File: src/rtl/qhuff_pkg.sv
package qhuff_pkg;
    localparam int SYM_W     = 16;
    localparam int CW_MAX    = 16;
    localparam int LEN_W     = 5;
    localparam int ESC_LEN   = 5;
    localparam logic [ESC_LEN-1:0] ESC_CW = '1;
    localparam int CH_W      = ESC_LEN + SYM_W;
    localparam int QSTEP     = 4;
    localparam int ENTRIES   = 16;
    localparam int TIDX_W    = $clog2(ENTRIES);
    localparam int SYMS      = 64;
    localparam int SEGS      = 4;
    localparam int SEG_LEN   = SYMS / SEGS;
    localparam int SEG_SH    = $clog2(SEG_LEN);
    localparam int IDX_W     = $clog2(SYMS);
    localparam int BLK_BYTES = SYMS * SYM_W / 8;
    localparam int PTR_W     = $clog2(BLK_BYTES);
    localparam int HDR_W     = 1 + (SEGS - 1) * PTR_W;
    localparam int BUF_W     = 1024;
    localparam int POS_W     = $clog2(HDR_W + SYMS * CH_W + SEGS * 8 + 1);

    typedef struct packed {
        logic [SYM_W-1:0]  key;
        logic [CW_MAX-1:0] cw;
        logic [LEN_W-1:0]  len;
    } entry_t;

    // Bits kept after quantization: the low QSTEP*(q+1) bits are cleared.
    function automatic logic [SYM_W-1:0] keep_mask(input logic [1:0] q);
        logic [SYM_W-1:0] m;
        for (int b = 0; b < SYM_W; b++) begin
            m[b] = (b >= QSTEP * (int'(q) + 1));
        end
        return m;
    endfunction
endpackage

File: src/rtl/qhuff_table.sv
module qhuff_table
    import qhuff_pkg::*;
(
    input  logic              clk,
    input  logic              rst_n,
    input  logic              we,
    input  logic [TIDX_W-1:0] widx,
    input  entry_t            wentry,
    input  logic [SYM_W-1:0]  key,
    output logic              hit,
    output logic [CW_MAX-1:0] cw,
    output logic [LEN_W-1:0]  len
);
    entry_t ent_q [ENTRIES];
    entry_t ent_d [ENTRIES];

    always_comb begin
        for (int i = 0; i < ENTRIES; i++) begin
            ent_d[i] = (we && widx == TIDX_W'(i)) ? wentry : ent_q[i];
        end
    end

    always_ff @(posedge clk or negedge rst_n) begin
        if (!rst_n) begin
            for (int i = 0; i < ENTRIES; i++) ent_q[i] <= '0;
        end else begin
            for (int i = 0; i < ENTRIES; i++) ent_q[i] <= ent_d[i];
        end
    end

    // Associative match; scanning downward lets the lowest index win.
    always_comb begin
        hit = 1'b0;
        cw  = '0;
        len = '0;
        for (int i = ENTRIES - 1; i >= 0; i--) begin
            if (ent_q[i].len != '0 && ent_q[i].key == key) begin
                hit = 1'b1;
                cw  = ent_q[i].cw;
                len = ent_q[i].len;
            end
        end
    end
endmodule

File: src/rtl/qhuff_chunk.sv
module qhuff_chunk
    import qhuff_pkg::*;
(
    input  logic              hit,
    input  logic [CW_MAX-1:0] cw,
    input  logic [LEN_W-1:0]  len,
    input  logic [SYM_W-1:0]  key,
    output logic [CH_W-1:0]   bits,
    output logic [LEN_W-1:0]  nbits
);
    logic [CW_MAX-1:0] sh;
    logic [CH_W-1:0]   esc;

    // bits[i] is the i-th bit sent; unused positions stay zero.
    always_comb begin
        sh   = cw << (LEN_W'(CW_MAX) - len);
        esc  = {ESC_CW, key};
        bits = '0;
        if (hit) begin
            for (int i = 0; i < CW_MAX; i++) bits[i] = sh[CW_MAX-1-i];
            nbits = len;
        end else begin
            for (int i = 0; i < CH_W; i++) bits[i] = esc[CH_W-1-i];
            nbits = LEN_W'(CH_W);
        end
    end
endmodule

File: src/rtl/qhuff_enc.sv
module qhuff_enc
    import qhuff_pkg::*;
(
    input  logic              clk,
    input  logic              rst_n,
    input  logic              tbl_we,
    input  logic              tbl_sel,
    input  logic [TIDX_W-1:0] tbl_idx,
    input  logic [SYM_W-1:0]  tbl_key,
    input  logic [CW_MAX-1:0] tbl_cw,
    input  logic [LEN_W-1:0]  tbl_len,
    input  logic              start,
    input  logic              lossy,
    input  logic [1:0]        q_sel,
    input  logic              sym_valid,
    input  logic [SYM_W-1:0]  sym_data,
    output logic              busy,
    output logic              done,
    output logic [POS_W-1:0]  bit_count,
    output logic [HDR_W-1:0]  header,
    output logic [BUF_W-1:0]  bits_out
);
    typedef struct packed {
        logic             busy;
        logic             lossy;
        logic [SYM_W-1:0] keep;
        logic [IDX_W-1:0] idx;
        logic [POS_W-1:0] pos;
        logic             done;
        logic [BUF_W-1:0] sbuf;
    } state_t;

    state_t s_q, s_d;

    entry_t            wentry;
    logic [SYM_W-1:0]  key;
    logic              n_hit, q_hit, hit;
    logic [CW_MAX-1:0] n_cw, q_cw, cw;
    logic [LEN_W-1:0]  n_len, q_len, len;
    logic [CH_W-1:0]   ch_bits;
    logic [LEN_W-1:0]  ch_n;
    logic              seg_edge;
    logic [IDX_W-1:0]  seg_num;
    logic [POS_W-1:0]  pos_al;

    assign wentry = '{key: tbl_key, cw: tbl_cw, len: tbl_len};
    assign key    = sym_data & ((s_q.lossy && !s_q.idx[0]) ? s_q.keep : '1);

    qhuff_table u_norm (
        .clk(clk), .rst_n(rst_n), .we(tbl_we && !tbl_sel), .widx(tbl_idx),
        .wentry(wentry), .key(key), .hit(n_hit), .cw(n_cw), .len(n_len)
    );

    qhuff_table u_quant (
        .clk(clk), .rst_n(rst_n), .we(tbl_we && tbl_sel), .widx(tbl_idx),
        .wentry(wentry), .key(key), .hit(q_hit), .cw(q_cw), .len(q_len)
    );

    assign hit = s_q.lossy ? q_hit : n_hit;
    assign cw  = s_q.lossy ? q_cw  : n_cw;
    assign len = s_q.lossy ? q_len : n_len;

    qhuff_chunk u_chunk (
        .hit(hit), .cw(cw), .len(len), .key(key), .bits(ch_bits), .nbits(ch_n)
    );

    always_comb begin
        s_d      = s_q;
        s_d.done = 1'b0;
        seg_num  = s_q.idx >> SEG_SH;
        seg_edge = (s_q.idx[SEG_SH-1:0] == '0) && (s_q.idx != '0);
        pos_al   = seg_edge ? ((s_q.pos + POS_W'(7)) & ~POS_W'(7)) : s_q.pos;

        if (!s_q.busy) begin
            if (start) begin
                s_d.busy    = 1'b1;
                s_d.lossy   = lossy;
                s_d.keep    = keep_mask(q_sel);
                s_d.idx     = '0;
                s_d.pos     = POS_W'(HDR_W);
                s_d.sbuf    = '0;
                s_d.sbuf[0] = lossy;
            end
        end else if (sym_valid) begin
            if (seg_edge) begin
                for (int k = 0; k < SEGS - 1; k++) begin
                    if (seg_num == IDX_W'(k + 1)) begin
                        s_d.sbuf[1 + k*PTR_W +: PTR_W] = PTR_W'(pos_al >> 3);
                    end
                end
            end
            s_d.sbuf = s_d.sbuf | (BUF_W'(ch_bits) << pos_al);
            s_d.pos  = pos_al + POS_W'(ch_n);
            s_d.idx  = s_q.idx + IDX_W'(1);
            if (s_q.idx == IDX_W'(SYMS - 1)) begin
                s_d.busy = 1'b0;
                s_d.done = 1'b1;
            end
        end
    end

    always_ff @(posedge clk or negedge rst_n) begin
        if (!rst_n) s_q <= '0;
        else        s_q <= s_d;
    end

    assign busy      = s_q.busy;
    assign done      = s_q.done;
    assign bit_count = s_q.pos;
    assign header    = s_q.sbuf[HDR_W-1:0];
    assign bits_out  = s_q.sbuf;
endmodule

File: config.mk
export PLATFORM = sky130hd
export DESIGN_NAME = qhuff_enc
export DESIGN_NICKNAME = d
export VERILOG_FILES = /design/src/rtl/qhuff_pkg.sv /design/src/rtl/qhuff_table.sv /design/src/rtl/qhuff_chunk.sv /design/src/rtl/qhuff_enc.sv
export SDC_FILE = /design/constraint.sdc
export NUM_CORES = 2
export LEC_CHECK = 0
export BUFFER_PORTS_ARGS = -buffer_cell sky130_fd_sc_hd__buf_2
export CAP_MARGIN = 20
export CORE_MARGIN = 5
export CORE_UTILIZATION = 45
export CTS_BUF_LIST = sky130_fd_sc_hd__clkbuf_16
export CTS_CLUSTER_SIZE = 25
export DETAILED_ROUTE_END_ITERATION = 6
export PLACE_DENSITY = 0.68
export SKIP_LAST_GASP = 1
export SYNTH_ARGS = -nofsm -noshare
export SYNTH_HDL_FRONTEND = slang
export SYNTH_HIERARCHICAL = 1
export SYNTH_SLANG_ARGS = --single-unit
File: constraint.sdc
create_clock -name clk -period 7.79 [get_ports clk]
set_input_delay 0.3895 -clock clk [delete_from_list [all_inputs] [get_ports clk]]
set_output_delay 0.3895 -clock clk [all_outputs]
set_load 0.1 [all_outputs]
-- After elaboration in Yosys (flattened, before gate mapping)
Cells that the tools add are included.
- $add $sub $neg: 5
- eq/ne operators: 52
- shifts and indexed selects: 2
- reductions and logical operators: 108
- muxes and demuxes: 120
- bitwise logic cells: 3
- magnitude comparators: 16
- operator list (cell ; number):
    $mux 1024 ; 2
    $mux 1042 ; 1
    $or 1024x1024->1024 ; 1
    $shl 21x11->1024 ; 1
    $mux 16 ; 35
    $eq 16x16->1 ; 32
    $ge 5x32->1 const A ; 7
    $mux 5 ; 35
    $reduce_bool 5->1 ; 32
    $ge 4x32->1 const A ; 4
    $logic_and 1x1->1 ; 68
    $ge 3x32->1 const A ; 2
    $mux 21 ; 3
    $mux 1 ; 38
    $mux 35 ; 1
    $eq 4x4->1 const B ; 8
    $ge 1x32->1 const A ; 1
    $ge 2x32->1 const A ; 1
    $mux 7 ; 3
    $mux 17 ; 1
    $and 16x16->16 ; 1
    $eq 4x3->1 const B ; 4
    $shl 16x5->16 ; 1
    $add 11x3->11 const B ; 1
    18 further kinds ; 23
- bits in registers: 2244
- output and inout port bits: 1059
- logic and storage cells: 409
- input bits: 66

-- Longest topological paths before layout
- depth in word-level cells: 30
- gate-level depth with buffers: 37

-- Cells and area by module
Netlist, hierarchy kept.
- modules (own cells, without submodules) (module ; area each (um^2) ; instances ; seq. area each (um^2) ; cells each):
    qhuff_table ; 28711.3 ; 2 ; 14814.2 ; 2331
    qhuff_enc ; 51758.4 ; 1 ; 26275.2 ; 5355
    qhuff_chunk ; 982.2 ; 1 ; 0.0 ; 113

-- Worst setup path before layout
Ideal clock, no wire load.
- path type: register to register
- start point: register s_q[1058] in the netlist's numbering
- end point: register s_q (netlist bit bits_out[103])
- arrival time: 6.964 ns
- path slack: 0.693 ns
- period minus slack after synthesis: 7.097 ns
- data required time: 7.657 ns
- path buffers: 10
- cell stages (with the launch flop): 36
- cell sequence: dfrtp_1 -> clkbuf_1 -> nand2_1 -> nor2_1 -> nor2b_1 -> buf_6 -> buf_6 -> xor2_1 -> nor4_1 -> o21ai_1 -> nor4_4 -> buf_6 -> nand2_1 -> o31ai_1 -> mux2i_1 -> a311oi_1 -> o22a_1 -> mux2_2 -> buf_6 -> buf_6 -> inv_1 -> ha_1 -> buf_2 -> buf_1 -> mux4_2 -> mux2i_1 -> o221ai_1 -> nor2b_1 -> a2111oi_0 -> a2111oi_0 -> a31oi_1 -> clkbuf_1 -> nor2_1 -> a21oi_1 -> clkbuf_1 -> o21ai_0
- cells in the longest elaborated chain, start to end: 29
- elaborated cells between the ends (all ways): 174
- classes of those cells: 1 x add/sub; 32 x eq/ne; 2 x shift; 104 x mux; 2 x bitwise; 33 x reduce/logical
- ends and longest elaborated chain (item ; line ; RTL):
    start: declaration ; qhuff_enc.sv:33 ; state_t s_q, s_d;
    start signal: assignment ; qhuff_enc.sv:103 ; if (!rst_n) s_q <= '0;
    start signal: assignment ; qhuff_enc.sv:104 ; else s_q <= s_d;
    $logic_and 1x1->1 (*) ; qhuff_enc.sv:47 ; assign key = sym_data & ((s_q.lossy && !s_q.idx[0]) ? s_q.keep : '1);
    $mux 16 (*) ; qhuff_enc.sv:47 ;
    $and 16x16->16 (*) ; qhuff_enc.sv:47 ;
    named net key[4] ; qhuff_enc.sv:36 ; logic [SYM_W-1:0] key;
    $eq 16x16->1 ; qhuff_table.sv:37 ; if (ent_q[i].len != '0 && ent_q[i].key == key) begin
    $logic_and 1x1->1 ; qhuff_table.sv:37 ;
    $mux 5 (15 in a row) ; qhuff_table.sv:37 ;
    $mux 5 (*) ; qhuff_table.sv:37 ;
    named net n_len[0] ; qhuff_enc.sv:39 ; logic [LEN_W-1:0] n_len, q_len, len;
    (+1 left out) ; -- ;
    named net len[0] ; qhuff_enc.sv:39 ;
    $sub 5x5->5 (*) ; qhuff_chunk.sv:16 ; sh = cw << (LEN_W'(CW_MAX) - len);
    $shl 16x5->16 (*) ; qhuff_chunk.sv:16 ;
    $mux 16 (*) ; qhuff_chunk.sv:19 ; if (hit) begin
    named net ch_bits[1] ; qhuff_enc.sv:40 ; logic [CH_W-1:0] ch_bits;
    $shl 21x11->1024 (*) ; qhuff_enc.sv:92 ; s_d.sbuf = s_d.sbuf | (BUF_W'(ch_bits) << pos_al);
    $or 1024x1024->1024 (*) ; qhuff_enc.sv:92 ;
    $mux 1042 (*) ; qhuff_enc.sv:84 ; end else if (sym_valid) begin
    $mux 1024 (*) ; qhuff_enc.sv:74 ; if (!s_q.busy) begin
Mark *: on every way through the listed nets, which the timed path passes. The rest lies on a longest branch. The select of a mux whose other input is x is not followed.
A chain may end at the register's enable or synchronous reset.

-- Worst setup path after layout
- start point: register s_q[1036] in the netlist's numbering
- end point: register s_q (netlist bit bits_out[988])
- elaborated cells between the ends (all ways): 179
- classes of those cells: 1 x add/sub; 32 x eq/ne; 2 x shift; 105 x mux; 2 x bitwise; 37 x reduce/logical
- RTL lines (item ; line ; RTL):
    $logic_not 1->1 (*) ; qhuff_enc.sv:47 ;
    $logic_and 1x1->1 (*) ; qhuff_enc.sv:47 ;
    $mux 16 (*) ; qhuff_enc.sv:47 ;
    $and 16x16->16 (*) ; qhuff_enc.sv:47 ;
    named net key[10] ; qhuff_enc.sv:36 ;
    $eq 16x16->1 ; qhuff_table.sv:37 ;
    $logic_and 1x1->1 ; qhuff_table.sv:37 ;
    $mux 16 (15 in a row) ; qhuff_table.sv:37 ;
    (+1 left out) ; -- ;
    named net n_cw[5] ; qhuff_enc.sv:38 ; logic [CW_MAX-1:0] n_cw, q_cw, cw;
    (+1 left out) ; -- ;
    named net cw[5] ; qhuff_enc.sv:38 ;
    $shl 16x5->16 (*) ; qhuff_chunk.sv:16 ;
    $mux 16 (*) ; qhuff_chunk.sv:19 ;
    named net ch_bits[5] ; qhuff_enc.sv:40 ;
    $shl 21x11->1024 (*) ; qhuff_enc.sv:92 ;
    $or 1024x1024->1024 (*) ; qhuff_enc.sv:92 ;
    $mux 1042 (*) ; qhuff_enc.sv:84 ;
    $mux 1024 (*) ; qhuff_enc.sv:74 ;
Marked as above.

==> results_tabular.tex <==
\begin{tabular}{lr}
\hline
Metric & Value \\
\hline
\multicolumn{2}{l}{\textbf{Setup path}} \\
Crit start category & flop \\
Data arrival time of the worst path & 8400 ps \\
Capturing element type of the critical path & flop \\
Slowest cell on the critical path & o31ai\_1 \\
Start-to-end type of the worst setup path & reg -> reg \\
Maximum fanout along the worst path & 15 \\
Most numerous cell on the critical path & buf\_4 \\
Critical path's largest stage delay & 500 ps \\
CP Data Required Time & 8540 ps \\
\multicolumn{2}{l}{\textbf{Timing}} \\
Setup-failing EPs final & 0 \\
Layout Skew & 81.2 ps \\
Final number of hold-violating endpoints & 0 \\
Maximum frequency from static timing analysis & 131 MHz \\
Worst Max-Slew Pin Slew & 1220 ps \\
Final total negative setup slack & 0 ps \\
Max-slew violation count & 0 \\
Crit share post-route & a little over nine tenths \\
Post-route minimum period & 7650 ps \\
Final worst hold slack & 133 ps \\
Max-Slew Margin vs Limit & a little under a fifth \\
Unrepaired setup endpoints after global routing & yes \\
\multicolumn{2}{l}{\textbf{Yosys}} \\
Async set-reset flop share out of synthesis & 100\% \\
Flip-flop and latch count after synthesis & 2234 \\
Top FF cell, synth & dfrtp\_1 \\
Sequential cell area fraction in the yosys report & between 50\% and 60\% \\
Net Count, Synth & 10204 \\
Post-synthesis average cell area & 10.9 µm² \\
Cell type with the largest total area after synthesis & dfrtp\_1 \\
Share of Yosys cell area claimed by the top area cell type & 50.7\% \\
Synth warn & 6 \\
Number of unique standard cell types used by synthesis & 96 \\
Cell area after synthesis & 0.110 mm² \\
Number of flops mapped to enable cells by yosys & 0 \\
Synth area leaders & dfrtp\_1 (51\%), mux2\_2 (12\%), buf\_4 (7.4\%) \\
Gate count of the mapped netlist & 10130 \\
\multicolumn{2}{l}{\textbf{Global routing}} \\
Largest net degree at the start of global routing & 233 \\
Vias in the first global route & around 84000 \\
Global-route total usage across every layer & 33.8\% \\
Remaining Overflow, GRT & 0 \\
Initial antenna violation count & 37 \\
GRT met1 Usage & 41.1\% \\
GR Util met3 & around 9\% \\
GRT met2 Usage & roughly 53\% \\
Most Crowded Layer GR & met2 \\
First-pass GRT wire length & 632000 µm \\
\multicolumn{2}{l}{\textbf{Place}} \\
Estimated wirelength of the detail-placed design & 317000 µm \\
Global placer's final weighted congestion & slightly below 1 \\
Count of buffers inserted at the top-level ports & approximately 1100 \\
\multicolumn{2}{l}{\textbf{Die}} \\
Die Area & 0.255 mm² \\
Starting density of the core & 45.3\% \\
Die Span Y & 505 µm \\
IO Pins & 1125 \\
Standard cell core area & $\sim$0.24 mm² \\
Row count & 181 \\
Die Wd & 505 µm \\
\multicolumn{2}{l}{\textbf{Min path}} \\
Type of the worst min-delay path & in -> async \\
\multicolumn{2}{l}{\textbf{Clock network}} \\
Clock tree from TritonCTS & done \\
Root buffer cell & clkbuf\_16 \\
Number of clock sinks & 2234 \\
Number of buffers inserted during clock tree synthesis & 227 \\
Number of buffers on the longest clock path & 3 \\
Clock latency of the later-clocked register in the worst-skew pair & 920 ps \\
Clock-pin slew of the registers on the worst-case setup and hold paths & $\sim$60 ps \\
Number of H-tree branching levels & 4 \\
\multicolumn{2}{l}{\textbf{Final layout}} \\
Area added between synthesis and finish & 12.0\% \\
Highest-count cells in the layout ignoring fill and taps & dfrtp\_1 (2233), nand2\_1 (1337), mux2\_2 (1210) \\
Most common cell after layout, fill and taps aside & dfrtp\_1 \\
Utilization after layout & slightly above 50\% \\
Layout cells sized above 1 & approximately 34\% \\
Final net count & 10430 \\
\multicolumn{2}{l}{\textbf{Power and ir drop}} \\
Overall power & 52.4 mW \\
Power per standard cell area & about 420 mW/mm² \\
Static Leakage & 58.4 nW \\
Worst VDD drop & 0.347 mV \\
\multicolumn{2}{l}{\textbf{Routing}} \\
Drc violations & 1 \\
Via Count & 85401 \\
Average routed wire per standard cell & 32.4 µm \\
Initial detailed-routing violation count & $\sim$12000 \\
Detail Route Antenna Nets & 0 \\
Detailed-router iteration count before antenna repair & 6 \\
Total detailed-routing wirelength & 447000 µm \\
Vias per cell & between 6 and 7 \\
\multicolumn{2}{l}{\textbf{Flow run}} \\
Max-capacitance violation count & 0 \\
\multicolumn{2}{l}{\textbf{Run status}} \\
Result of the run & finished, violations left \\
Violated checks & DRC \\
\hline
\end{tabular}
-- kinds of logic after synthesis --
group                    Yosys count  share of synthesized area, %
flip-flops                      2234                          50.7
AND/OR/NAND/NOR                 2195                          8.82
AO/OA/AOI/OAI                   1938                          12.0
buffers and inverters           1920                          10.8
multiplexers                    1309                          13.4
XOR/XNOR                         526                          4.18
adder cells (fa/ha/maj)            8                        0.0977
-- report_power, final --
group	switching [mW]	internal (mW)
Sequential	1.87	14.1
Combinational	20.1	5.49
Clock	4.94	5.85
Total	26.9	25.5
-- timing repair --
item,CTS,global route
gates cloned,0,1
endpoints found under the setup margin,222,855
pin swaps,1,8
endpoints found under the hold margin,111,0
gates resized for setup,5,40
hold buffers,9,0
setup buffers,9,17
-- critical path, delay by kind of cell, from the launching register on --
| kind | cells | cell delay, ps |
|---|---|---|
| flops | 1 | 380 |
| xor+xnor | 1 | 210 |
| mux | 3 | 1090 |
| compound gates | 13 | 3080 |
| simple gates | 5 | 1060 |
| buf+inv | 9 | 1650 |
-- routing by layer --
metal	up-vias	part of all wire [%]
li1	34990	-
met1	43763	37
met2	5346	46
met3	1298	10
met4	4	7.9
met5	-	0.0047
-- state kept, by name, summed over array words and instances (netlist names) --
register	count
done	1
bits_out	1024
s_q	13
u_norm/ent_q	592
bit_count	11
u_quant/ent_q	592
busy	1
-- worst paths after layout --
check                                     startpoint                       endpoint  slack, ps  cells after the start
max                            s_q[1036]$_DFFE_PN0P_      bits_out[988]$_DFFE_PN0P_        140                     31
min                                            rst_n   u_norm/ent_q[12]$_DFFE_PN0P_        130                      2
max reg2reg                    s_q[1036]$_DFFE_PN0P_      bits_out[988]$_DFFE_PN0P_        140                     31
min reg2reg                bits_out[593]$_DFFE_PN0P_      bits_out[593]$_DFFE_PN0P_        470                      2
max in group asynchronous                      rst_n      bits_out[440]$_DFFE_PN0P_       5530                      4
min in group clk                           tbl_cw[9]  u_norm/ent_q[569]$_DFFE_PN0P_        190                      2
-- synthesized netlist by cell type, types with 22 or more instances --
cell,number
a22o_1,51
buf_2,68
o31ai_1,74
inv_1,104
o22a_1,44
mux2_2,1211
nor3_1,60
xor2_1,231
a21boi_0,40
nor2b_1,34
o21ai_0,784
a21oi_1,146
a311oi_1,38
nand2b_1,28
buf_4,1081
o221ai_1,327
o211ai_1,72
nand3_1,75
a2bb2oi_1,31
o221a_2,39
xnor2_1,295
buf_1,39
clkbuf_1,559
a31oi_1,24
dfrtp_1,2234
o22ai_1,35
a32oi_1,50
a22oi_1,29
nor4_1,63
buf_6,63
nor2_1,335
nand4_1,99
nand2_1,1338
mux2i_1,85
nor3b_1,22
-- through the flow --
| stage | std cells | setup WS [ps] | instance area [µm²] |
|---|---|---|---|
| after floorplan | 10130 | 693 | 110000 |
| after global placement | 13283 | -171 | 115000 |
| after detailed placement | 13288 | -280 | 115000 |
| after CTS | 13729 | 39.8 | 123000 |
| after global routing | 13760 | -60.9 | 123000 |
| final | 13784 | 136 | 123000 |
-- area by class of cell --
class	instances	area, µm²
Antenna cell	32	80.1
Clock buffer	227	5680
Clock inverter	196	1600
Fill cell	21403	120000
Inverter	107	402
Multi-Input combinational cell	5976	43200
Sequential cell	2234	55900
Tap cell	3202	4010
Timing Repair Buffer	1810	12500
Note: power is estimated with default switching activity, not from simulation.
